$ cat config.mk
export PLATFORM = sky130hd
export DESIGN_NAME = gpio_irq_cause
export DESIGN_NICKNAME = d
export VERILOG_FILES = /design/src/rtl/gpio_irq_pkg.sv /design/src/rtl/gpio_sync.sv /design/src/rtl/gpio_edge_latch.sv /design/src/rtl/gpio_group_or.sv /design/src/rtl/gpio_irq_cause.sv
export SDC_FILE = /design/constraint.sdc
export NUM_CORES = 1
export LEC_CHECK = 0
export BUFFER_PORTS_ARGS = -buffer_cell sky130_fd_sc_hd__buf_2
export CORE_MARGIN = 3
export CORE_UTILIZATION = 40
export DETAILED_ROUTE_END_ITERATION = 10
export PLACE_DENSITY = 0.7
export SETUP_SLACK_MARGIN = 0.1
export SYNTH_ARGS = -nofsm -noshare
export SYNTH_HDL_FRONTEND = slang
export SYNTH_HIERARCHICAL = 1
export SYNTH_SLANG_ARGS = --single-unit
$ cat constraint.sdc
create_clock -name clk -period 1.67 [get_ports clk]
set_input_delay 0.167 -clock clk [delete_from_list [all_inputs] [get_ports clk]]
set_output_delay 0.167 -clock clk [all_outputs]
set_load 0.1 [all_outputs]
$ cat src/rtl/gpio_irq_pkg.sv
package gpio_irq_pkg;
   localparam int          REG_AW    = 12;
   localparam logic [11:0] OFS_POL   = 12'h10C;
   localparam logic [11:0] OFS_DIN   = 12'h110;
   localparam logic [11:0] OFS_CAUSE = 12'h114;
   localparam logic [11:0] OFS_EMASK = 12'h118;
   localparam logic [11:0] OFS_LMASK = 12'h11C;
endpackage

$ cat src/rtl/gpio_sync.sv
module gpio_sync #(
   parameter int W      = 32,
   parameter int STAGES = 2
) (
   input  logic         clk,
   input  logic         rst_n,
   input  logic [W-1:0] d,
   output logic [W-1:0] q
);
   logic [W-1:0] stg [STAGES];

   always_ff @(posedge clk or negedge rst_n)
      if (!rst_n) stg[0] <= '0;
      else        stg[0] <= d;

   for (genvar i = 1; i < STAGES; i++) begin : g_stage
      always_ff @(posedge clk or negedge rst_n)
         if (!rst_n) stg[i] <= '0;
         else        stg[i] <= stg[i-1];
   end

   assign q = stg[STAGES-1];
endmodule

$ cat src/rtl/gpio_edge_latch.sv
module gpio_edge_latch #(
   parameter int W = 32
) (
   input  logic         clk,
   input  logic         rst_n,
   input  logic [W-1:0] din,
   input  logic [W-1:0] pol,
   input  logic         clr_en,
   input  logic [W-1:0] clr_keep,
   output logic [W-1:0] rise,
   output logic [W-1:0] cause
);
   logic [W-1:0] din_q;
   logic [W-1:0] pol_q;
   logic [W-1:0] keep;

   always_ff @(posedge clk or negedge rst_n)
      if (!rst_n) begin
         din_q <= '0;
         pol_q <= '0;
      end else begin
         din_q <= din;
         pol_q <= pol;
      end

   // a polarity change this cycle must not count as a line event
   assign rise = din & ~din_q & ~(pol ^ pol_q);
   assign keep = clr_en ? clr_keep : '1;

   always_ff @(posedge clk or negedge rst_n)
      if (!rst_n) cause <= '0;
      else        cause <= (cause & keep) | rise;
endmodule

$ cat src/rtl/gpio_group_or.sv
module gpio_group_or #(
   parameter int W = 32,
   parameter int G = 8
) (
   input  logic [W-1:0]   req,
   output logic [W/G-1:0] grp
);
   localparam int NG = W / G;

   for (genvar k = 0; k < NG; k++) begin : g_grp
      assign grp[k] = |req[k*G +: G];
   end
endmodule

$ cat src/rtl/gpio_irq_cause.sv
module gpio_irq_cause
   import gpio_irq_pkg::*;
#(
   parameter int NLINES      = 32,
   parameter int GROUP       = 8,
   parameter int SYNC_STAGES = 2
) (
   input  logic                     clk,
   input  logic                     rst_n,
   input  logic [NLINES-1:0]        line_i,
   input  logic [REG_AW-1:0]        addr_i,
   input  logic                     wr_en_i,
   input  logic [NLINES-1:0]        wr_data_i,
   output logic [NLINES-1:0]        rd_data_o,
   output logic [NLINES/GROUP-1:0]  irq_o
);
   localparam int NGRP = NLINES / GROUP;

   if (NLINES % GROUP != 0) begin : g_bad_group
      $error("NLINES must be a multiple of GROUP");
   end
   if (SYNC_STAGES < 2) begin : g_bad_sync
      $error("SYNC_STAGES must be at least 2");
   end
   if (NLINES > 32) begin : g_bad_width
      $error("NLINES must fit one register word");
   end

   logic [NLINES-1:0] sync_w, din_w, rise_w, cause_w;
   logic [NLINES-1:0] pol_q, emask_q, lmask_q, req_w;
   logic              cause_wr;

   gpio_sync #(.W(NLINES), .STAGES(SYNC_STAGES)) u_sync (
      .clk(clk), .rst_n(rst_n), .d(line_i), .q(sync_w));

   assign din_w    = sync_w ^ pol_q;
   assign cause_wr = wr_en_i && (addr_i == OFS_CAUSE);

   always_ff @(posedge clk or negedge rst_n)
      if (!rst_n) begin
         pol_q   <= '0;
         emask_q <= '0;
         lmask_q <= '0;
      end else if (wr_en_i) begin
         case (addr_i)
            OFS_POL:   pol_q   <= wr_data_i;
            OFS_EMASK: emask_q <= wr_data_i;
            OFS_LMASK: lmask_q <= wr_data_i;
            default:   ;
         endcase
      end

   gpio_edge_latch #(.W(NLINES)) u_edge (
      .clk(clk), .rst_n(rst_n), .din(din_w), .pol(pol_q),
      .clr_en(cause_wr), .clr_keep(wr_data_i),
      .rise(rise_w), .cause(cause_w));

   assign req_w = (din_w & lmask_q) | (cause_w & emask_q);

   gpio_group_or #(.W(NLINES), .G(GROUP)) u_grp (
      .req(req_w), .grp(irq_o));

   always_comb begin
      case (addr_i)
         OFS_POL:   rd_data_o = pol_q;
         OFS_DIN:   rd_data_o = din_w;
         OFS_CAUSE: rd_data_o = cause_w;
         OFS_EMASK: rd_data_o = emask_q;
         OFS_LMASK: rd_data_o = lmask_q;
         default:   rd_data_o = '0;
      endcase
   end
endmodule

==> impl_metrics.py <==
metrics = {
    "global_route": {
        "grt_antenna_before_repair": 0,
        "grt_pass1_vias": 8582,
        "grt_max_degree": 60,
        "grt_pass1_wl_um": 47670,
        "grt-ovfl-total": 0,
        "gr-usage-all-layers_pct": 19.85,
    },
    "routing": {
        "viasPerCell": 5.152,
        "drc": 0,
        "wl_um": 30620,
        "wl_per_cell_um": 19.61,
        "dr.pass1.iters": 5,
        "drtAntennaViolNets": 0,
        "vias": 8042,
        "drt_iter0_markers": 484,
    },
    "power": {
        "p_total_mw": 14.22,
        "p_switching_mw": 3.171,
        "leakagePower_nw": 7.820,
        "p_comb_share_pct": 8.3,
        "clkPwrFrac_pct": 46.7,
        "switching_share_pct": 22.30,
        "pwr_density_cell_nw_per_um2": 845.9,
        "p_seq_share_pct": 45.0,
        "peakVddDrop_mv": 0.6751,
        "power.internal_mw": 11.05,
    },
    "layout": {
        "nets": 1248,
        "seq_area_um2": 6407,
        "drive_gt1_share_pct": 48.95,
        "n_fill_cell": 1975,
        "fin_area_um2": 16810,
        "num_antenna_cells": 0,
        "multi_input_comb_area_um2": 5469,
        "syn_to_final_growth_pct": 51.36,
    },
    "worst_setup_path": {
        "start_kind": "flop",
        "worstPathArrival_ns": 1.99,
        "crit_required_ns": 1.50,
        "crit_fanout": 2,
        "worstSetupPathType": "flop to primary output",
        "critPathCaptureType": "primary output",
    },
    "status": {
        "violations": "setup timing",
        "status": "finished, violations left",
    },
    "sta": {
        "setup_viol": 39,
        "period_share_pct": 129.4,
        "period_needed_ns": 2.162,
        "fmax_mhz": 462.6,
        "setup_ws_ns": -0.4916,
        "rsz0062_at_grt": "yes",
        "maxSlewViolCount": 0,
        "finalHoldViolCount": 0,
        "finClkSkew_ns": 0.01515,
        "worstMarginPinSlew_ns": 0.6781,
        "relSlewSlack_pct": 54.63,
    },
    "floorplanning": {
        "design.core.area_um2": 27100,
        "die_h_um": 172.6,
        "die_w_um": 172.6,
        "ioPinCount": 115,
        "start_util_pct": 40.98,
        "die_area_um2": 29800,
        "rows": 60,
    },
    "place": {
        "port_buffers": 114,
        "dp_hpwl_um": 18480,
        "gp_congestion": 0.8011,
        "place_area_um2": 13810,
    },
    "flow_run": {
        "drv_cap": 0,
    },
    "logic_synthesis": {
        "synthCells": 859,
        "synth_nets": 938,
        "yosysWarnings": 6,
        "synth_area_um2": 11110,
        "syn_avg_cell_area_um2": 12.93,
    },
    "clocking": {
        "cts_buffer_depth": 3,
        "cts.clk_slew.worst_paths_ns": 0.06,
        "h-tree-depth": 1,
        "worstSkewPairLatency_ns": 0.55,
        "cts_tree": "done",
        "cts_buffers": 29,
        "cts-root-buf": "clkbuf_16",
        "clock-sinks": 256,
    },
    "hold_path": {
        "worstHoldPathType": "input port to async pin",
    },
}
-- layer usage --
layer / routed length, um / GRT usage (%)
met5: 0 / 0
met2: 14700 / 32.37
met4: 645 / 4.596
met1: 13800 / 28.35
met3: 1468 / 2.833
-- path summary, 6_finish.rpt --
path	cells past startpoint	slack, ns	endpoint	startpoint
min in group clk	2	0.25	u_sync/stg[32]$_DFF_PN0_	line_i[0]
setup reg to reg	6	0.43	u_edge/cause[31]$_DFF_PN0_	pol_q[31]$_DFFE_PN0P_
max in group asynchronous	3	0.83	u_edge/pol_q[9]$_DFF_PN0_	rst_n
hold reg to reg	0	0.34	u_sync/q[16]$_DFF_PN0_	u_sync/stg[48]$_DFF_PN0_
hold / removal	2	0.14	u_sync/stg[32]$_DFF_PN0_	rst_n
setup / recovery	5	-0.49	irq_o[1]	pol_q[13]$_DFFE_PN0P_
-- power groups by stage --
stage	clock network (mW)	logic, mW	registers, mW
final	6.64	1.18	6.40
after global routing	7.03	1.27	6.41
after floorplan	0	0.466	6.48
after CTS	6.76	1.13	6.40
after global placement	0	0.923	6.51
after detailed placement	0	0.935	6.51
-- through the flow --
stage          instances  hold slack [ns]  setup TNS (ns)  util, %  setup slack (ns)
2_1_floorplan        859          -0.1286          -27.19        -           -0.3989
3_3_place_gp        1398           0.1456          -40.76    50.96           -0.4081
3_5_place_dp        1398           0.1426          -41.04    50.96           -0.4420
4_1_cts             1551           0.1464          -14.55    59.77           -0.5208
5_1_grt             1561           0.1596          -16.05    62.03           -0.5655
6_report            1561           0.1399          -13.37    62.03           -0.4916
-- critical path, stage by stage (launching register included) --
cell and delay [ns]:
dfrtp_1 0.42, xor2_2 0.20, a22o_1 0.24, nor4_4 0.33
nand2_4 0.09, buf_12 0.18
-- layout by cell type, fill, tap and decap left out, types with 3 or more instances in the layout --
cell type      instances
buf_4                122
nor3b_4                3
xor2_2                 4
buf_16                 3
nand2_4                4
nand2b_4              32
buf_12                51
clkbuf_1               4
a21oi_1               24
clkinv_2               4
o22a_1                26
dlygate4sd3_1         65
mux2i_1               27
bufinv_16              4
a21oi_4               32
nor2_1                28
nor3b_2               23
mux2_2                85
a22oi_2                5
dfrtp_1              255
nor4_4                 8
mux2_4                11
clkbuf_8               8
clkbuf_16             32
buf_2                 74
nand2b_1              34
buf_6                 28
o21ai_0               24
xor2_1                60
nand2_1                9
o2bb2ai_2             28
a22o_1                43
-- final cells by class --
| class | instances | share of cell area (%) |
|---|---|---|
| flip-flops and latches | 256 | 38.11 |
| clock buffers | 41 | 5.061 |
| clock inverters | 10 | 0.9378 |
| well taps | 372 | 2.769 |
| repair buffers | 348 | 20.59 |
| multi-input cells | 534 | 32.53 |
-- state kept, by name, summed over array words and instances (netlist names) --
name,cells
u_edge/cause,32
u_sync/q,32
pol_q,32
u_edge/pol_q,32
u_edge/din_q,32
lmask_q,32
u_sync/stg,32
emask_q,32
-- repair_timing --
| action | in CTS | in global routing |
|---|---|---|
| pin swaps | 97 | 34 |
| gates resized for setup | 87 | 75 |
| endpoints found under the setup margin | 36 | 77 |
| cloned | 2 | 4 |
| hold endpoints to repair | 291 | 0 |
| hold buffers | 65 | 0 |
| buffers inserted | 35 | 8 |
No activity file was read; power rests on OpenSTA's default activity.
